## src/rtl/div_rem_pkg.sv

```systemverilog
package div_rem_pkg;

  // Strobes from the control to the datapath
  typedef struct packed {
    logic loadOps;      // capture operands, signs and magnitudes
    logic loadSpecial;  // write the fixed special-case result
    logic iterate;      // one shift-subtract step
    logic finalize;     // sign-correct and write the result
  } divStrobe_t;

  typedef enum logic [1:0] {
    ST_IDLE = 2'd0,
    ST_RUN  = 2'd1,
    ST_FIN  = 2'd2
  } divState_t;

endpackage

```

## src/rtl/div_rem_datapath.sv

```systemverilog
module div_rem_datapath
  import div_rem_pkg::*;
#(
  parameter int XLEN = 64
) (
  input  logic            clk,
  input  logic            rstN,
  input  divStrobe_t      strobes,
  input  logic [1:0]      funcSel,
  input  logic            wordMode,
  input  logic [XLEN-1:0] dividendIn,
  input  logic [XLEN-1:0] divisorIn,
  output logic            specialHit,
  output logic [XLEN-1:0] resultOut
);

  localparam int HALF = XLEN / 2;
  localparam logic [XLEN-1:0] FULL_MIN = {1'b1, {(XLEN-1){1'b0}}};
  localparam logic [XLEN-1:0] WORD_MIN = {{(HALF+1){1'b1}}, {(HALF-1){1'b0}}};

  // Operand view: word mode keeps only the low half, extended per signedness
  logic            opSigned, opIsRem;
  logic [XLEN-1:0] aExt, bExt, aMag, bMag;
  logic            aNeg, bNeg, divZero, divOvf;
  logic [XLEN-1:0] specRaw;

  assign opIsRem  = funcSel[1];
  assign opSigned = !funcSel[0];

  always_comb begin
    if (wordMode) begin
      aExt = {{HALF{opSigned & dividendIn[HALF-1]}}, dividendIn[HALF-1:0]};
      bExt = {{HALF{opSigned & divisorIn[HALF-1]}},  divisorIn[HALF-1:0]};
    end else begin
      aExt = dividendIn;
      bExt = divisorIn;
    end
    aNeg = opSigned & aExt[XLEN-1];
    bNeg = opSigned & bExt[XLEN-1];
    aMag = aNeg ? (~aExt + 1'b1) : aExt;
    bMag = bNeg ? (~bExt + 1'b1) : bExt;
    divZero = (bExt == '0);
    divOvf  = opSigned && (bExt == '1) &&
              (aExt == (wordMode ? WORD_MIN : FULL_MIN));
    if (divZero) specRaw = opIsRem ? aExt : '1;
    else         specRaw = opIsRem ? '0   : aExt;
  end

  assign specialHit = divZero || divOvf;

  function automatic logic [XLEN-1:0] fitWidth(input logic [XLEN-1:0] v, input logic w);
    return w ? {{HALF{v[HALF-1]}}, v[HALF-1:0]} : v;
  endfunction

  // Iteration state
  logic [XLEN-1:0] quoR, remR, divMagR, resultR;
  logic            isRemR, wordR, negQR, negRR;
  logic [XLEN:0]   shifted, trial;
  logic [XLEN-1:0] quoFix, remFix;

  assign shifted = {remR, quoR[XLEN-1]};
  assign trial   = shifted - {1'b0, divMagR};
  assign quoFix  = negQR ? (~quoR + 1'b1) : quoR;
  assign remFix  = negRR ? (~remR + 1'b1) : remR;

  always_ff @(posedge clk or negedge rstN) begin
    if (!rstN) begin
      quoR    <= '0;
      remR    <= '0;
      divMagR <= '0;
      resultR <= '0;
      isRemR  <= 1'b0;
      wordR   <= 1'b0;
      negQR   <= 1'b0;
      negRR   <= 1'b0;
    end else begin
      if (strobes.loadOps) begin
        isRemR  <= opIsRem;
        wordR   <= wordMode;
        negQR   <= aNeg ^ bNeg;
        negRR   <= aNeg;
        divMagR <= bMag;
        remR    <= '0;
        quoR    <= wordMode ? {aMag[HALF-1:0], {HALF{1'b0}}} : aMag;
      end
      if (strobes.loadSpecial)
        resultR <= fitWidth(specRaw, wordMode);
      if (strobes.iterate) begin
        if (!trial[XLEN]) begin
          remR <= trial[XLEN-1:0];
          quoR <= {quoR[XLEN-2:0], 1'b1};
        end else begin
          remR <= shifted[XLEN-1:0];
          quoR <= {quoR[XLEN-2:0], 1'b0};
        end
      end
      if (strobes.finalize)
        resultR <= fitWidth(isRemR ? remFix : quoFix, wordR);
    end
  end

  assign resultOut = resultR;

  // the result only moves when the control asked for a write
  a_r12_result_hold: assert property (@(posedge clk) disable iff (!rstN)
    !$stable(resultR) |-> $past(strobes.loadSpecial || strobes.finalize));

  // zero divisor on a quotient yields all ones
  a_r4_zero_quot: assert property (@(posedge clk) disable iff (!rstN)
    (strobes.loadSpecial && divZero && !opIsRem) |=> (resultR == '1));

  // a busy unit keeps the captured divisor untouched
  a_r10_ops_stable: assert property (@(posedge clk) disable iff (!rstN)
    !strobes.loadOps |=> $stable(divMagR));

  // signed overflow quotient is the most negative operand value
  a_r6_ovf_quot: assert property (@(posedge clk) disable iff (!rstN)
    (strobes.loadSpecial && divOvf && !divZero && !opIsRem) |=> resultR[XLEN-1]);

endmodule

```

## src/rtl/div_rem_ctrl.sv

```systemverilog
module div_rem_ctrl
  import div_rem_pkg::*;
#(
  parameter int XLEN = 64
) (
  input  logic       clk,
  input  logic       rstN,
  input  logic       startIn,
  input  logic       wordMode,
  input  logic       specialHit,
  output divStrobe_t strobes,
  output logic       busyOut,
  output logic       doneOut
);

  localparam int HALF = XLEN / 2;
  localparam int CW   = $clog2(XLEN + 1);

  divState_t     state;
  logic [CW-1:0] iterLeft;
  logic          doneR;
  logic          accept;

  assign accept  = startIn && (state == ST_IDLE) && !doneR;
  assign busyOut = (state != ST_IDLE) || doneR;
  assign doneOut = doneR;

  always_comb begin
    strobes             = '0;
    strobes.loadOps     = accept;
    strobes.loadSpecial = accept && specialHit;
    strobes.iterate     = (state == ST_RUN);
    strobes.finalize    = (state == ST_FIN);
  end

  always_ff @(posedge clk or negedge rstN) begin
    if (!rstN) begin
      state    <= ST_IDLE;
      iterLeft <= '0;
      doneR    <= 1'b0;
    end else begin
      doneR <= strobes.loadSpecial || strobes.finalize;
      unique case (state)
        ST_IDLE: begin
          if (accept && !specialHit) begin
            state    <= ST_RUN;
            iterLeft <= wordMode ? CW'(HALF) : CW'(XLEN);
          end
        end
        ST_RUN: begin
          iterLeft <= iterLeft - 1'b1;
          if (iterLeft == CW'(1)) state <= ST_FIN;
        end
        ST_FIN:  state <= ST_IDLE;
        default: state <= ST_IDLE;
      endcase
    end
  end

  // done is a single-cycle pulse
  a_r10_done_pulse: assert property (@(posedge clk) disable iff (!rstN)
    doneR |=> !doneR);

  // special cases report on the next cycle
  a_r9_special_done: assert property (@(posedge clk) disable iff (!rstN)
    strobes.loadSpecial |=> doneR);

  // the step counter stays inside its range while running
  a_r9_iter_bound: assert property (@(posedge clk) disable iff (!rstN)
    (state == ST_RUN) |-> (iterLeft != '0 && iterLeft <= CW'(XLEN)));

  // the last step leads to the finishing cycle
  a_r9_run_to_fin: assert property (@(posedge clk) disable iff (!rstN)
    (state == ST_RUN && iterLeft == CW'(1)) |=> (state == ST_FIN));

endmodule

```

## src/rtl/div_rem_unit.sv

```systemverilog
module div_rem_unit
  import div_rem_pkg::*;
#(
  parameter int XLEN = 64
) (
  input  logic            clk,
  input  logic            rstN,
  input  logic            startIn,
  input  logic [1:0]      funcSel,
  input  logic            wordMode,
  input  logic [XLEN-1:0] dividendIn,
  input  logic [XLEN-1:0] divisorIn,
  output logic            busyOut,
  output logic            doneOut,
  output logic [XLEN-1:0] resultOut
);

  divStrobe_t strobes;
  logic       specialHit;

  div_rem_ctrl #(.XLEN(XLEN)) u_ctrl (
    .clk        (clk),
    .rstN       (rstN),
    .startIn    (startIn),
    .wordMode   (wordMode),
    .specialHit (specialHit),
    .strobes    (strobes),
    .busyOut    (busyOut),
    .doneOut    (doneOut)
  );

  div_rem_datapath #(.XLEN(XLEN)) u_data (
    .clk        (clk),
    .rstN       (rstN),
    .strobes    (strobes),
    .funcSel    (funcSel),
    .wordMode   (wordMode),
    .dividendIn (dividendIn),
    .divisorIn  (divisorIn),
    .specialHit (specialHit),
    .resultOut  (resultOut)
  );

  // a start seen while busy never begins a new capture
  a_r10_busy_ignore: assert property (@(posedge clk) disable iff (!rstN)
    (busyOut && startIn) |-> !strobes.loadOps);

endmodule

```

## config.mk

```make
export PLATFORM = sky130hd
export DESIGN_NAME = div_rem_unit
export DESIGN_NICKNAME = d
export VERILOG_FILES = /design/src/rtl/div_rem_pkg.sv /design/src/rtl/div_rem_datapath.sv /design/src/rtl/div_rem_ctrl.sv /design/src/rtl/div_rem_unit.sv
export SDC_FILE = /design/constraint.sdc
export NUM_CORES = 1
export LEC_CHECK = 0
export BUFFER_PORTS_ARGS = -buffer_cell sky130_fd_sc_hd__buf_2
export CORE_MARGIN = 2
export CORE_UTILIZATION = 42
export CTS_BUF_LIST = sky130_fd_sc_hd__clkbuf_4
export DETAILED_ROUTE_END_ITERATION = 10
export SLEW_MARGIN = 15
export SYNTH_ARGS = -nofsm -noshare
export SYNTH_HDL_FRONTEND = slang
export SYNTH_SLANG_ARGS = --single-unit
```

## constraint.sdc

```tcl
create_clock -name clk -period 4.66 [get_ports clk]
set_clock_uncertainty 0.1 [all_clocks]
set_input_delay 0.466 -clock clk [delete_from_list [all_inputs] [get_ports clk]]
set_output_delay 0.466 -clock clk [all_outputs]
set_load 0.01 [all_outputs]
```

==> summary by stage, run 1 <==
Outcome
The run finished with clean final reports.

CTS
The post-CTS repair timing setup buffer count is 0. The CTS tree is built. The H-tree generated during clock tree synthesis spans 3 levels.

The maximum number of buffers from clock root to sink is 3. The sink count of the clock tree is 270. After clock tree synthesis, the clock-pin slew on the worst setup and hold paths is 0.07 ns.

The later pin in the worst-skew pair is clocked with a latency of 0.84 ns. TritonCTS created 78 clock buffers. The cell at the root of the clock tree is clkbuf_4.

Floorplanning
The full die area is 56310 um2. The number of top-level pins is 200. In this run the horizontal extent of the chip is 237.3 um.

The initial core utilization is 0.4248. The count of standard-cell rows is 85. The floorplan die height is 237.3 um. The area of the core is 53810 um2.

Timing
The total count of hold-check failures in the final report is 0. The highest achievable clock rate is 0.2289 GHz. The time the worst path needs with I/O delays and setup is 4.369 ns.

The max-slew violation count was 0. Setup violations remaining at the end of the flow were counted as 0. The post-route setup TNS is 0 ns. The worst relative slew slack is 0.2051. The final critical-path share of the clock period is 0.9376. Setup repair after global routing left no endpoint under its margin. The measured slew at the worst slew-check pin is 1.188 ns.

Yosys
In the synthesized netlist the dominant register cell turns out to be dfrtp_1. When the netlist entered floorplanning its net count stood at 3173. After synthesis, the netlist uses 78 different library cells. The area of the mapped netlist is 22860 um2. The top cell type's share of synthesized area is 0.2956. The number of flops mapped to enable cells by yosys is 0. Counting flops and latches in the post-synthesis netlist gives 270. The share of the Yosys chip area taken by registers is 0.2956. The post-synthesis async set-or-reset flop share is 1.000. The largest total area in the synthesized netlist belongs to dfrtp_1.

The count of synthesis-stage warnings from yosys is 0. A synthesized cell averages 7.704 um2. Synthesis handed over a netlist of 2967 instances. By area the synthesized netlist is led by dfrtp_1 (30%), o21ai_0 (7.0%), xnor2_1 (6.5%).

Drt
The initial DRC count is 2243. The post-detailed-routing wire length is 91460 um. The final route contains 24260 vias. Dividing the detail-routed wire length by the instance count gives 22.90 um. The remaining number of nets flagged by the antenna check after routing is 0.

The remaining design rule violation count is 0. The total iterations of the first detailed-routing run is 6. The average vias per placed instance is 6.075.

Critical path
The arrival time of data at the critical path endpoint is 5.00 ns. On the worst path, the slowest cell contributes a delay of 0.65 ns. The slowest cell on the critical path is or4_1. The signal on the critical path passes through nor4_2 -> or4b_1 -> or4_1 -> o21ai_0 -> xnor2_1 -> a21oi_1 -> nor2b_2 -> nand2_1 -> buf_4 -> o211ai_1. The worst setup path is launched from a flop. The required time of the worst setup path is 5.29 ns.

The setup path with the least slack is of type reg2reg. In this design, the largest share of critical-path delay is due to simple AND/OR/NAND/NOR gates. The largest fanout on the critical path is 13. STA classifies the critical path endpoint as a flop. The worst path buffer plus inverter count is 1.

Power
The highest ir drop seen on vdd is 131.1 uV. In this run the power density over the cells is 226.1 nW/um2. The leakage power of the design is 11.04 nW.

GRT
The fraction of met2 tracks used by global routing is 0.4928. For this run, global-route usage on met3 was measured as 0.04692. The global routing's busiest layer is met2. The overall track demand over capacity in global routing is 0.3185. Entering global routing, the biggest net connects 111 pins. For this run the aggregate overflow at the end of global routing stands at 0.

The first global-routing pass estimated 139000 um of wire. The number of global-route vias before repair is 23350. The number of antenna violations at the first check in global routing is 4. For met1 alone, demand over resource in global routing was 0.4425.

Finish
The final cell count without fillers is 3994. At the end of the flow, the number of nets in the layout was 3444. From synthesis to final layout, the design area changed by 17.08%. In the final layout, the share of cells above drive strength 1 is 0.1320. Once layout is complete, the utilization of the core stands at 0.4973.

Flow run
Across the run, the number of max-cap violations was 0.

Place
The HPWL after detailed placement is 68720 um. The last weighted congestion value of the routability-driven placer is 0.9716. After detailed placement, the design holds a cell count of 3747. In this run the tool buffered the top-level ports with 199 buffer cells.

Worst hold path
The class of the tightest hold or removal check is in2reg.
==> cells by family (layout without fill, tap and decap cells) <==
| kind of cell | count (synthesis) | count (layout) | synth area share |
|---|---|---|---|
| other | 0 | 3 | 0 |
| XOR/XNOR | 295 | 295 | 0.1130 |
| adder cells (fa/ha/maj) | 101 | 101 | 0.05244 |
| multiplexers | 51 | 51 | 0.02233 |
| flip-flops | 270 | 270 | 0.2956 |
| AND/OR/NAND/NOR | 963 | 963 | 0.1979 |
| AO/OA/AOI/OAI | 986 | 986 | 0.2692 |
| buffers and inverters | 301 | 629 | 0.04954 |
==> final timing paths <==
kind                                     start                    to  slack [ns]  depth (start not counted)
setup / recovery                u_data.remR[4]  u_data.resultOut[44]        0.29                         10
hold / removal                  dividendIn[57]       u_data.quoR[57]        0.06                          4
setup reg to reg                u_data.remR[4]  u_data.resultOut[44]        0.29                         10
hold reg to reg            u_data.resultOut[4]   u_data.resultOut[4]        0.38                          2
max in group asynchronous                 rstN  u_data.resultOut[39]        3.21                          3
min in group asynchronous                 rstN  u_data.resultOut[20]        0.13                          2
==> Yosys cell counts (all sizes together), types with 6 or more instances <==
cell type,count
nand2,375
o21ai,321
dfrtp,270
a21oi,226
nor2,210
clkbuf,173
xnor2,170
xor2,125
inv,115
ha,71
nand3,71
o31ai,69
nor3,62
mux2i,51
a211oi,48
or4,41
or3,40
a21o,39
a22oi,39
nand4,36
o211ai,35
a31oi,31
nor4,31
o41ai,30
maj3,29
nor2b,21
o22ai,21
nand2b,20
or2,18
a32oi,17
a221oi,14
o21bai,14
a21boi,13
buf,13
o21a,11
and3,8
and2,7
a2bb2oi,6
o221ai,6
==> worst min-delay path: cells and delay by family <==
kind / cells / cell delay (ns)
buffers and inverters: 1 / 0.14
AO/OA/AOI/OAI: 1 / 0.10
AND/OR/NAND/NOR: 1 / 0.07
XOR/XNOR: 1 / 0.17
==> sequential cells by signal, summed over array words and instances, names as in the netlist, 2 cells and up <==
name	count
u_ctrl.state	2
u_data.divMagR	64
u_data.remR	64
u_data.quoR	64
u_data.resultOut	64
u_ctrl.iterLeft	7
==> report_power, final <==
group | switching, mW | internal (mW)
registers | 0.0800 | 2.39
logic | 0.765 | 0.512
clock network | 1.14 | 1.16
==> per-layer routing <==
layer	vias up	wire, um
li1	11380	-
met1	11620	40810
met2	1086	39930
met3	182	6954
met4	0	3756
met5	-	0
==> final cells by class <==
class | count | area [um2]
Clock inverter | 24 | 118.9
Inverter | 115 | 431.7
Multi-Input combinational cell | 2396 | 15040
Clock buffer | 113 | 848.3
Timing Repair Buffer | 377 | 2688
Sequential cell | 270 | 6759
Tap cell | 696 | 870.8
Fill cell | 5407 | 27050
Antenna cell | 3 | 7.507
==> cell usage in the layout (no fill, tap or decap), types with 113 or more instances in the layout <==
master	n
xor2_1	125
clkbuf_4	113
nor2_1	207
nand2_1	374
buf_2	197
xnor2_1	170
dfrtp_1	268
a21oi_1	224
o21ai_0	319
inv_1	115
==> stage by stage <==
step	worst slack [ns]	instance area (um2)	hold slack [ns]	power, mW
4_1_cts	0.3408	26750	0.005562	6.076
2_1_floorplan	0.7595	22860	0.07041	3.217
5_1_grt	0.07780	26760	0.07106	6.330
6_report	0.2906	26760	0.05669	6.051
3_5_place_dp	0.03186	24710	0.3662	3.686
3_3_place_gp	0.001405	24710	0.3614	3.670
==> what timing repair did <==
item,in CTS,in global routing
gates resized for setup,1,0
hold buffers,107,0
endpoints found under the setup margin,6,0
hold endpoints to repair,236,0
No activity file was read; power rests on OpenSTA's default activity.
==> run 2, diff against run 1 <==
--- a/config.mk
+++ b/config.mk
@@ -10,7 +10,8 @@
 export CORE_UTILIZATION = 42
 export CTS_BUF_LIST = sky130_fd_sc_hd__clkbuf_4
 export DETAILED_ROUTE_END_ITERATION = 10
-export SLEW_MARGIN = 15
+export SLEW_MARGIN = 20
 export SYNTH_ARGS = -nofsm -noshare
 export SYNTH_HDL_FRONTEND = slang
+export SYNTH_HIERARCHICAL = 1
 export SYNTH_SLANG_ARGS = --single-unit
==> summary by stage, run 2 <==
Yosys
The area of the mapped netlist is 23330 um2. Yosys mapped the design onto 97 distinct sky130hd cell types. The flip-flop and latch count after synthesis is 270.

The post-synthesis xor/xnor area fraction is 0.1145. In this run, synthesis inferred 0 flip-flops with an integrated enable. The most used flip-flop cell after synthesis is dfrtp_1. The post-synthesis async set-or-reset flop share is 1.000. The synthesized instance count is 3012.

The multiplexer fraction of the synthesized cell area is 0.02890. Of the total synthesized cell area, the portion taken by full adders, half adders and majority gates is 0.03936. The share of synthesized area in the top cell type comes to 0.2895. The post-synthesis compound-gate area fraction is 0.2827. In the synthesized netlist, the cells that appear most often are nand2_1 (358), o21ai_0 (315), a21oi_1 (291), dfrtp_1 (270), nor2_1 (217).

The cell with the most instances after synthesis is nand2_1. The number of nets in the synthesized netlist is 3218. Of the total synthesized cell area, the portion taken by AND, OR, NAND and NOR gates is 0.1923.

Of the synthesized area, sequential elements account for 0.2895. The count of synthesis-stage warnings from yosys is 6. The cell taking the most area after synthesis is dfrtp_1. The dominant combinational cell family by area after synthesis is compound AO/OA/AOI/OAI gates.

In the post-synthesis netlist, the biggest area contributors are dfrtp_1 (29%), o21ai_0 (6.8%), a21oi_1 (6.2%). After synthesis, the mean cell area works out to 7.747 um2.

Drt
In the routed design, unresolved DRC markers number 0. Summed over all layers, the routed wires come to 94420 um. Dividing the detail-routed wire length by the instance count gives 23.18 um.

The remaining number of nets flagged by the antenna check after routing is 0. The initial DRC count is 2562. The average vias per placed instance is 6.045.

The total iterations of the first detailed-routing run is 7. The routed via count is 24630.

CTS
The CTS tree is built. The number of CTS-inserted buffers is 83. The tree built by TritonCTS fans out to 270 sinks. The maximum number of buffers from clock root to sink is 3. The deepest level of the CTS H-tree is 3.

The register clock-pin slew on the reported worst setup and hold paths is 0.07 ns. The clock reaches the later pin of the worst-skew pair after 0.85 ns. The tree is rooted in a clkbuf_4.

Critical path
The start of the worst register-to-register path is u_data/quoR[63]. The setup check on the worst reg-to-reg path leaves a slack of 0.28 ns. The endpoint of the most critical register-to-register path is u_data/remR[37]. STA puts the critical path data required time at 5.25 ns.

Along the worst path, the maximum fanout reaches 11. Counting stages on the worst path, the most repeated cell is a311oi_2. In this design, the stage delay of the slowest critical-path cell is 0.48 ns. The critical path class is reg2reg.

The critical path runs through a total of 16 cells. The critical path goes through inv_1 -> ha_1 -> fa_1 -> nand2b_1 -> a21oi_2 -> o21ai_1 -> a31oi_2 -> a311oi_2 -> o21ai_2 -> a311oi_2 -> o21a_2 -> o311a_2 -> buf_12 -> buf_4 -> mux2i_1 -> o21ai_0. Among all stages on the critical path, the largest delay is contributed by o311a_2. The endpoint kind of the worst setup timing path is a flop. The kind of cell with the highest combined delay on the critical path is compound AO/OA/AOI/OAI gates. The worst path buffer plus inverter count is 3. The arrival time of data at the critical path endpoint is 4.97 ns. The startpoint class of the critical path is a flop. Measured in cells, the most critical reg-to-reg path has a length of 16.

Timing
Setup repair after global routing left no endpoint under its margin. Static timing analysis puts the maximum clock frequency at 0.2284 GHz. After layout, the minimum clock period comes to 4.378 ns. Dividing the final minimum period by the clock period gives 0.9394. Across all setup checks in the final design, the least slack found is 0.2825 ns. The measured slew at the worst slew-check pin is 1.124 ns. The total count of hold-check failures in the final report is 0. The count of endpoints failing setup in the final report is 0. The hold slack is 0.06653 ns. The max-slew violation count is 0. The worst pin sits at a relative slew slack of 0.2427.

Outcome
The flow ran to the end, and the final reports show no timing, DRC or antenna violations.

Floorplanning
The floorplan die height is 239.7 um. The floorplan die width is 239.7 um. After floorplanning, the core was sized to cover 54990 um2. The initial utilization of the core area, before any placement, comes to 0.4244. In this run the core area contains 86 standard-cell rows. The number of top-level pins is 200. The full die area is 57460 um2.

Power
Power spread over the standard cell area amounts to 708.0 nW/um2. The highest ir drop seen on vdd is 272.9 uV. The leakage power of the design is 11.42 nW. The completed layout was analyzed and its total power is 19.24 mW.

Finish
Summing all multi-input logic gate instances after layout gives 15400 um2. Relative to the synthesized area, the layout overhead comes to 16.43%. Registers take 6763 um2. In the layout the commonest cells are nand2_1 (358), o21ai_0 (315), a21oi_1 (289), dfrtp_1 (267), nor2_1 (215).

The number of filler instances in the final layout is 5476. The post-layout net count is 3479. The most frequent standard cell in the layout excluding fill and tap cells is nand2_1. The post-route cell area is 27170 um2. The fraction of layout cells with a size suffix above 1 is 0.1426.

Worst hold path
The class of the tightest hold or removal check is in2reg. The startpoint identified for the worst hold timing path is dividendIn[43]. The terminating pin of the worst hold path is u_data/quoR[43].

The cell count of the worst hold path is 4.

Place
The placed cell area is 25180 um2. The number of buffers inserted by port buffering is 199. Before CTS, the worst setup slack after placement is -0.2375 ns. The HPWL after detailed placement is 70580 um.

At the end of routability-driven placement, the weighted congestion stood at 0.9832.

GRT
The global-route wire length before repair is 142800 um. The overall track demand over capacity in global routing is 0.3242. The number of antenna violations at the first check in global routing is 4. Global routing finished with a remaining overflow of 0. The number of global-route vias before repair came to 23890. Entering global routing, the biggest net connects 116 pins.

Flow run
Max-cap violations in this run came to 0.
==> run 2: cell type report <==
class,count,share of cell area
Antenna cell,1,0.00009210
Clock buffer,114,0.03150
Clock inverter,23,0.004605
Inverter,113,0.01584
Multi-Input combinational cell,2433,0.5670
Sequential cell,270,0.2489
Tap cell,748,0.03445
Timing Repair Buffer,372,0.09763
==> run 2: routing by layer <==
metal	GRT usage	routed length (um)	part of all wire	vias to the layer above
met4	0.1545	4005	0.042	2
met3	0.05624	7821	0.083	183
met1	0.4368	40630	0.43	11810
li1	-	-	-	11440
met5	0	27	0.00029	-
met2	0.5034	41930	0.44	1193
==> run 2: power by group <==
part | switching (mW) | internal [mW] | total (mW)
combinational | 7.11 | 4.87 | 12.0
sequential | 1.51 | 3.41 | 4.92
clock | 1.17 | 1.17 | 2.34
total | 9.78 | 9.45 | 19.2
==> run 2: worst max path at each step <==
stage,from,to,slack (ns)
final,u_data/quoR[63],u_data/remR[37],0.28
after global routing,u_data/quoR[63],u_data/remR[36],0.1
after CTS,u_data/quoR[63],u_data/remR[37],0.26
after detailed placement,wordMode,u_data/resultOut[25],-0.24
after global placement,wordMode,u_data/resultOut[59],-0.30
after floorplan,dividendIn[31],u_data/resultOut[32],0.72
==> run 2: what timing repair did <==
item	CTS	global route
hold buffers	98	0
buffers inserted	0	2
gates resized for setup	0	1
endpoints found under the setup margin	0	8
hold endpoints to repair	172	0
==> run 2: worst min-delay path, delay by kind of cell <==
kind                      cells  cell delay (ns)
AOI/OAI and AO/OA             1             0.10
xor gates and xnor gates      1             0.13
buffers and inverters         1             0.17
and+or+nand+nor               1             0.08
==> run 2: through the flow <==
step                setup TNS [ns]    util  cells
detailed placement          -7.156  0.4579   3836
global placement            -11.84  0.4578   3836
floorplan                        0       -   3012
finish                           0  0.4941   4074
CTS                              0  0.4936   4071
global route                     0  0.4941   4074
==> run 2: logic make-up (layout without fill, tap and decap cells) <==
group                      after synthesis  count (layout)
muxes                                   67              67
and+or+nand+nor                        933             933
adders and majority gates               73              73
other                                    0               1
xor gates and xnor gates               305             305
AOI/OAI and AO/OA                     1055            1055
DFF                                    270             270
buffers and inverters                  309             622
